`src/rtl/fpc_pkg.sv`:
```
package fpc_pkg;
  localparam int BIT_POLL = 7;
  localparam int BIT_TOG  = 6;
  localparam int BIT_ERR  = 5;
  localparam int BIT_VPP  = 3;

  typedef enum logic [1:0] {
    RES_OK      = 2'd0,
    RES_FAIL    = 2'd1,
    RES_LOWV    = 2'd2,
    RES_TIMEOUT = 2'd3
  } res_e;

  typedef enum logic [2:0] {
    V_AGAIN, V_RECHECK, V_OK, V_FAIL, V_LOWV
  } verdict_e;

  typedef struct packed {
    logic tog;
    logic err;
    logic vpp;
  } flags_t;
endpackage

```
`src/rtl/fpc_watchdog.sv`:
```
module fpc_watchdog #(
  parameter int WD_CYCLES = 4096
) (
  input  logic clk,
  input  logic rst_n,
  input  logic clr,
  input  logic run,
  output logic expired
);
  localparam int CW = $clog2(WD_CYCLES + 1);
  localparam logic [CW-1:0] LIMIT = CW'(WD_CYCLES);

  logic [CW-1:0] cnt;

  assign expired = (cnt >= LIMIT);

  always_ff @(posedge clk) begin
    if (!rst_n)                cnt <= '0;
    else if (clr)              cnt <= '0;
    else if (run && !expired)  cnt <= cnt + 1'b1;
  end
endmodule

```
`src/rtl/fpc_pair_reader.sv`:
```
module fpc_pair_reader
  import fpc_pkg::*;
#(
  parameter int DW = 16
) (
  input  logic          clk,
  input  logic          rst_n,
  input  logic          go,
  input  logic          abort,
  output logic          rd_valid,
  input  logic          rd_ready,
  input  logic          rsp_valid,
  input  logic [DW-1:0] rsp_data,
  output logic          pair_valid,
  output flags_t        first_flags,
  output logic [DW-1:0] second_word
);
  typedef enum logic [1:0] {RD_IDLE, RD_REQ, RD_WAIT} rd_st_e;

  rd_st_e st;
  logic   on_second;

  assign rd_valid = (st == RD_REQ);

  always_ff @(posedge clk) begin
    if (!rst_n) begin
      st          <= RD_IDLE;
      on_second   <= 1'b0;
      pair_valid  <= 1'b0;
      first_flags <= '0;
      second_word <= '0;
    end else begin
      pair_valid <= 1'b0;
      if (abort) begin
        st        <= RD_IDLE;
        on_second <= 1'b0;
      end else begin
        unique case (st)
          RD_IDLE: if (go) begin
            st        <= RD_REQ;
            on_second <= 1'b0;
          end
          RD_REQ: if (rd_ready) st <= RD_WAIT;
          RD_WAIT: if (rsp_valid) begin
            if (!on_second) begin
              first_flags <= '{tog: rsp_data[BIT_TOG], err: rsp_data[BIT_ERR],
                               vpp: rsp_data[BIT_VPP]};
              on_second   <= 1'b1;
              st          <= RD_REQ;
            end else begin
              second_word <= rsp_data;
              pair_valid  <= 1'b1;
              st          <= RD_IDLE;
            end
          end
          default: st <= RD_IDLE;
        endcase
      end
    end
  end
endmodule

```
`src/rtl/fpc_judge.sv`:
```
module fpc_judge
  import fpc_pkg::*;
#(
  parameter int DW = 16
) (
  input  flags_t        f0,
  input  logic [DW-1:0] w1,
  input  logic [DW-1:0] expect_word,
  input  logic          is_erase,
  input  logic          rechecking,
  output verdict_e      verdict
);
  logic toggling, both_err, both_vpp, data_match;

  always_comb begin
    toggling   = f0.tog ^ w1[BIT_TOG];
    both_err   = f0.err & w1[BIT_ERR];
    both_vpp   = f0.vpp & w1[BIT_VPP];
    data_match = (w1 == expect_word);
    if (!toggling)
      verdict = (is_erase || data_match) ? V_OK : V_FAIL;
    else if (rechecking)
      verdict = V_FAIL;
    else if (both_vpp)
      verdict = V_LOWV;
    else if (both_err)
      verdict = V_RECHECK;
    else
      verdict = V_AGAIN;
  end
endmodule

```
`src/rtl/flash_poll_ctrl.sv`:
```
module flash_poll_ctrl
  import fpc_pkg::*;
#(
  parameter int DW        = 16,
  parameter int WD_CYCLES = 4096
) (
  input  logic          clk,
  input  logic          rst_n,
  input  logic          start,
  input  logic          op_erase,
  input  logic [DW-1:0] exp_data,
  output logic          rd_valid,
  input  logic          rd_ready,
  input  logic          rsp_valid,
  input  logic [DW-1:0] rsp_data,
  output logic          done,
  output logic [1:0]    status
);
  typedef enum logic {S_IDLE, S_POLL} st_e;

  st_e           st;
  logic          busy;
  logic          go, rechk, op_q;
  logic [DW-1:0] exp_q;
  logic          wd_clr, wd_exp, abort;
  logic          pair_valid;
  flags_t        f0;
  logic [DW-1:0] w1;
  verdict_e      verdict;

  assign busy   = (st == S_POLL);
  assign wd_clr = (st == S_IDLE) && start;
  assign abort  = busy && wd_exp;

  fpc_watchdog #(.WD_CYCLES(WD_CYCLES)) u_wd (
    .clk(clk), .rst_n(rst_n), .clr(wd_clr), .run(busy), .expired(wd_exp)
  );

  fpc_pair_reader #(.DW(DW)) u_rd (
    .clk(clk), .rst_n(rst_n), .go(go), .abort(abort),
    .rd_valid(rd_valid), .rd_ready(rd_ready),
    .rsp_valid(rsp_valid), .rsp_data(rsp_data),
    .pair_valid(pair_valid), .first_flags(f0), .second_word(w1)
  );

  fpc_judge #(.DW(DW)) u_judge (
    .f0(f0), .w1(w1), .expect_word(exp_q), .is_erase(op_q),
    .rechecking(rechk), .verdict(verdict)
  );

  always_ff @(posedge clk) begin
    if (!rst_n) begin
      st     <= S_IDLE;
      go     <= 1'b0;
      done   <= 1'b0;
      status <= RES_OK;
      rechk  <= 1'b0;
      op_q   <= 1'b0;
      exp_q  <= '0;
    end else begin
      go   <= 1'b0;
      done <= 1'b0;
      unique case (st)
        S_IDLE: if (start) begin
          op_q  <= op_erase;
          exp_q <= exp_data;
          rechk <= 1'b0;
          go    <= 1'b1;
          st    <= S_POLL;
        end
        S_POLL: begin
          if (wd_exp) begin
            done   <= 1'b1;
            status <= RES_TIMEOUT;
            st     <= S_IDLE;
          end else if (pair_valid) begin
            unique case (verdict)
              V_AGAIN:   go <= 1'b1;
              V_RECHECK: begin go <= 1'b1; rechk <= 1'b1; end
              V_OK:      begin done <= 1'b1; status <= RES_OK;   st <= S_IDLE; end
              V_FAIL:    begin done <= 1'b1; status <= RES_FAIL; st <= S_IDLE; end
              V_LOWV:    begin done <= 1'b1; status <= RES_LOWV; st <= S_IDLE; end
              default:   go <= 1'b1;
            endcase
          end
        end
        default: st <= S_IDLE;
      endcase
    end
  end
endmodule

```
`config.mk`:
```
export PLATFORM = sky130hd
export DESIGN_NAME = flash_poll_ctrl
export DESIGN_NICKNAME = d
export VERILOG_FILES = /design/src/rtl/fpc_pkg.sv /design/src/rtl/fpc_watchdog.sv /design/src/rtl/fpc_pair_reader.sv /design/src/rtl/fpc_judge.sv /design/src/rtl/flash_poll_ctrl.sv
export SDC_FILE = /design/constraint.sdc
export NUM_CORES = 1
export LEC_CHECK = 0
export ABC_AREA = 1
export BUFFER_PORTS_ARGS = -buffer_cell sky130_fd_sc_hd__buf_2
export CAP_MARGIN = 10
export CORE_UTILIZATION = 30
export DETAILED_ROUTE_END_ITERATION = 10
export PLACE_DENSITY_LB_ADDON = 0.2
export SETUP_SLACK_MARGIN = 0.4
export SYNTH_ARGS = -nofsm -noshare
export SYNTH_HDL_FRONTEND = slang
export SYNTH_SLANG_ARGS = --single-unit
```
`constraint.sdc`:
```
create_clock -name clk -period 1.7 [get_ports clk]
set_input_delay 0.34 -clock clk [delete_from_list [all_inputs] [get_ports clk]]
set_output_delay 0.34 -clock clk [all_outputs]
set_load 0.01 [all_outputs]
```
Word level (Yosys, flattened, before mapping)
Cells that the tools add are included.
{ "totals": {"wordCells": 94, "inputBits": 38, "regBits": 59, "out_inout_bits": 4} }
{ "op_classes": {"n_bitwise": 9, "n_reduce_logical": 21, "add_sub_neg": 1, "eq_ne": 14, "magnitude_cmp": 1, "mux": 33} }
{ "op_table": {"columns": ["cell", "n"], "rows": [
  ["1-bit two-way mux", 19],
  ["16-bit equality test", 1],
  ["13-bit by 1-bit adder with 13-bit output, second input constant", 1],
  ["13-bit greater-or-equal comparator, second input constant", 1],
  ["2-bit case mux with 3 select lines", 2],
  ["4-bit AND reduction", 3],
  ["2-bit two-way mux", 5],
  ["3-bit two-way mux", 3],
  ["3-bit AND reduction", 3],
  ["2-bit inequality test, second input constant", 4],
  ["1-bit case mux with 2 select lines", 4],
  ["3-bit by 2-bit equality test with 1-bit output, second input constant", 2],
  ["2-bit by 1-bit inequality test with 1-bit output, second input constant", 3],
  ["1-bit NOT", 6],
  ["2-bit AND reduction", 2],
  ["2-bit nonzero test", 2],
  ["4-bit nonzero test", 1],
  ["2-bit OR reduction", 2],
  ["4-bit OR reduction", 1],
  ["3-bit by 1-bit equality test with 1-bit output, second input constant", 1],
  ["3-bit equality test, second input constant", 1],
  ["1-bit logical AND", 3],
  ["3-bit OR reduction", 1],
  ["1-bit bitwise AND", 2],
  ["6 further kinds", 6]
]} }

Longest topological paths before layout
{ "depth": {"depth_word": 11, "depth_mapped": 11, "ltp_nobuf": 11} }

Modules after synthesis
From an unflattened synthesis, not the netlist that was laid out.
{ "unflattened": {"hier_cells": 427, "area_unflattened_um2": 2830.2} }
{ "by_module_without_submodules": {"columns": ["module", "seq_area_each_um2", "instances", "cells_each", "area_per_inst_um2"], "rows": [
  ["fpc_pair_reader", 460.4, 1, 115, 893.4],
  ["flash_poll_ctrl", 460.4, 1, 113, 872.1],
  ["fpc_watchdog", 260.2, 1, 98, 678.2],
  ["fpc_judge", 0.0, 1, 101, 386.6]
]} }

Worst setup path after synthesis
No wires, ideal clock.
{ "synth_timing": {"kind": "register to register", "from": "reg u_wd.cnt[0]", "to": "reg u_wd.cnt[12]", "path_slack_ps": 386, "synth_period_minus_slack_ps": 1314, "n_path_buf": 0, "arrival_ps": 1258, "path_stages_with_launch": 10, "setup_ps": 56, "t_required_ps": 1644, "cell_sequence": "dfxtp_1 -> ha_1 -> inv_1 -> nor3_2 -> nand3_2 -> nor2_2 -> nand4_1 -> nand2_1 -> nand2_1 -> inv_1"} }
{ "synth_between": {"elab_chain_cells": 3, "word_cells_on_any_way": 4, "classes_between": "add/sub (1); order compare (1); reduce/logical (2)"} }
{ "synth_rtl": {"columns": ["item", "line", "rtl"], "rows": [
  ["start, declared", "fpc_watchdog.sv:13", "logic [CW-1:0] cnt;"],
  ["start signal, assigned", "fpc_watchdog.sv:20", "else if (run && !expired) cnt <= cnt + 1'b1;"],
  ["13-bit greater-or-equal comparator", "fpc_watchdog.sv:15", "assign expired = (cnt >= LIMIT);"],
  ["1-bit zero test", "fpc_watchdog.sv:20", null],
  ["1-bit logical AND", "fpc_watchdog.sv:20", null]
]} }
Several ways; a longest one is shown, not always the timed one.
A chain may end at the register's enable or synchronous reset.

Worst setup path after layout
{ "layout_timing": {"from": "reg u_rd.st[1]", "to": "reg u_rd.second_word[9]"} }
{ "layout_between": {"elab_chain_cells": 2} }
{ "layout_rtl": {"columns": ["item", "line", "rtl"], "rows": [
  ["start, declared", "fpc_pair_reader.sv:20", "rd_st_e st;"],
  ["start signal, assigned", "fpc_pair_reader.sv:27", "st <= RD_IDLE;"],
  ["start signal, assigned", "fpc_pair_reader.sv:35", "st <= RD_IDLE;"],
  ["start signal, assigned", "fpc_pair_reader.sv:40", "st <= RD_REQ;"],
  ["2-bit equality test", "fpc_pair_reader.sv:38", "unique case (st)"],
  ["4-bit AND reduction (no line)", null, null],
  ["end signal, assigned", "fpc_pair_reader.sv:51", "second_word <= rsp_data;"],
  ["end, declared", "fpc_pair_reader.sv:16", "output logic [DW-1:0] second_word"]
]} }
Every way passes these cells.

==> impl_metrics.ini <==
[timing]
rsz0062_at_grt = true
fmax_mhz = 725
slew_headroom_pct = 77.5
finalCritPeriodShare_pct = 81.2
setup_tns_ns = 0
worstMarginPinSlew_ns = 0.337
period_needed_ns = 1.38
finalSetupViolCount = 0
skew_ns = 0.00770
slew_violations = 0
hold_viol = 0

[clocking]
cts_max_level = 3
clkSinkCount = 59
clock_latency_ns = 0.34
clockBufferDepth = 2
cts-buffers-inserted = 9
cts_tree = built
cts_hold_buf = 0
clockRootBuffer = clkbuf_8
path_clk_slew_ns = 0.07

[worst_setup_path]
start_kind = flip-flop
cp.buffers_inverters = 4
cpPeakStageDelay_ns = 0.36
required_ns = 1.94
worstPathArrival_ns = 1.62
path_max_fanout = 8
crit_chain = inv_4 > nor2_4 > nand2_4 > nor3_4 > inv_2 > buf_6 > buf_16 > o21ai_4 > a21oi_2
setup.worst_path.end_class = flip-flop
crit_family = buffers and inverters
slowest_stage = dfxtp_2
worstSetupPathType = reg -> reg

[place]
place_congestion = 0.737
dp_hpwl_mm = 4.06
dp.cells = 527
io_buffers = 41

[yosys]
synthMuxAreaShare_pct = 0
synth_cell_types = 27
synthSimpleGateAreaFrac_pct = 25.9
synth_top_family_by_area = simple AND/OR/NAND/NOR gates
synth_largest_area_cell = dfxtp_1
synth_nets = 425
synth_ff_type = dfxtp_1
syn_avg_cell_area_um2 = 6.88
synth_cells = 385
ys_top_cells_by_area = dfxtp_1, nand2_1, inv_1, a21oi_1, o21ai_0
ys_seq_elements = 59
synth-compound-area-share_pct = 16.6
yosysWarnings = 0
synth_seq_area_share_pct = 44.6
synth_edf_count = 0
yosysTopAreaCellShare_pct = 44.6
syn-cell-area_um2 = 2650
synthArstFlopShare_pct = 0
synth-xor-area-share_pct = 0.992
synthAdderAreaFrac_pct = 0.945

[global_route]
grt_util_met1_pct = 20.8
grt_pass1_vias = 2426
grt_use_met2_pct = 24.3
overflow = 0
grt_max_degree = 32
grt-busiest-layer = met2
grt_pass1_wl_mm = 10.9
track_usage_pct = 15.8
antenna_found_initial = 0
globalRouteMet3Util_pct = 2.76

[die]
initial_core_util_pct = 31.6
row_count = 33
die_h_um = 96.0
pin_count = 42
core_area_um2 = 8380
die_w_um = 96.0
dieArea_um2 = 9210

[finish]
multi_input_area_um2 = 1450
finalNonFillerCells = 569
fillerInstances = 873
fin_util_pct = 45.2
regArea_um2 = 1200
final_common_cell = nand2_1
final_cell_mix = nand2_1, inv_1, dfxtp_1
syn_to_final_growth_pct = 42.9
finalNetCount = 499
drive_above_1_share_pct = 36.2
diodes = 0

[power_and_ir_drop]
p_total_mw = 3.14
comb_power_share_pct = 13.5
ir_drop_uv = 326
seqPwrFrac_pct = 47.3
clkPwrFrac_pct = 39.2
swShare_pct = 26.0
leakage_nw = 1.65
powerDensity_nw_per_um2 = 829
switching_power_mw = 0.815
intPower_mw = 2.32

[hold_path]
hold_class = in -> reg

[drt]
drc = 0
dr.pass1.iters = 4
wire_per_inst_um = 11.3
drt_iter0_markers = 100
ant_nets = 0
vias_per_cell = 4.48
wl_mm = 6.44
vias = 2550

[job]
cap_violations = 0

[outcome]
outcome = complete, no violations
[final cells by class]
class	instances	area share [%]
timing repair buffer	74	14.8
tap	105	3.47
sequential	59	31.8
clock inverter	1	0.132
multi-input combinational	250	38.4
clock buffer	15	4.92
inverter	65	6.58
[layer usage]
metal / vias up / share of wire (%)
met1: 1140 / 50
met4: 0 / 2.1
met2: 42 / 44
met5: - / 0
met3: 13 / 3.5
li1: 1355 / -
[power by group through the flow]
stage	Combinational [mW]	Clock [mW]	Sequential [mW]
floorplan	0.201	0	1.50
global placement	0.308	0	1.50
detailed placement	0.309	0	1.51
CTS	0.367	1.27	1.48
global route	0.478	1.33	1.49
finish	0.423	1.23	1.49
[state kept, by name (all words and copies together) (netlist names)]
register and cells:
u_rd.second_word 16, done 1, u_rd.st 2, go 1
exp_q 16, u_rd.on_second 1, u_rd.first_flags 3, u_rd.pair_valid 1
rechk 1, status 2, op_q 1, busy 1
u_wd.cnt 13
[worst paths after layout]
| path | from | endpoint | slack, ns | cells past startpoint |
|---|---|---|---|---|
| max | u_rd.st[1] | u_rd.second_word[9] | 0.32 | 9 |
| min | exp_data[10] | exp_q[10] | 0.22 | 3 |
| max reg2reg | u_rd.st[1] | u_rd.second_word[9] | 0.32 | 9 |
| min reg2reg | u_rd.first_flags[2] | u_rd.first_flags[2] | 0.47 | 2 |
[cell usage after synthesis, types with 3 or more instances]
library cell	instances
a211oi_1	3
a21oi_1	39
buf_2	4
clkbuf_1	7
dfxtp_1	59
inv_1	62
inv_2	3
nand2_1	86
nand3_1	5
nand4_1	3
nor2_1	49
nor3_1	3
o21ai_0	39
o21ai_1	3
[repair_timing]
item / CTS / global route
cloned: 3 / 0
setup endpoints to repair: 31 / 47
pin swaps: 12 / 24
resized for setup: 66 / 48
buffers inserted: 16 / 7
[metrics by stage]
stage | hold slack, ns | area, µm² | worst slack [ns]
2_1_floorplan | 0.444 | 2650 | 0.406
3_3_place_gp | 0.453 | 3000 | 0.210
3_5_place_dp | 0.458 | 3000 | 0.192
4_1_cts | 0.210 | 3570 | 0.274
5_1_grt | 0.226 | 3790 | 0.258
6_report | 0.220 | 3790 | 0.320
[logic make-up after synthesis]
logic type / Yosys count
AOI/OAI and AO/OA: 86
xor gates and xnor gates: 3
adders and majority gates: 2
buffers and inverters: 76
DFF: 59
and+or+nand+nor: 159
[worst reg2reg max path, cell delays in order (launching register included)]
cell and delay, ns:
dfxtp_2 0.36, inv_4 0.05, nor2_4 0.11, nand2_4 0.07
nor3_4 0.14, inv_2 0.09, buf_6 0.13, buf_16 0.14
o21ai_4 0.15, a21oi_2 0.04
Note: power is estimated with default switching activity, not from simulation.
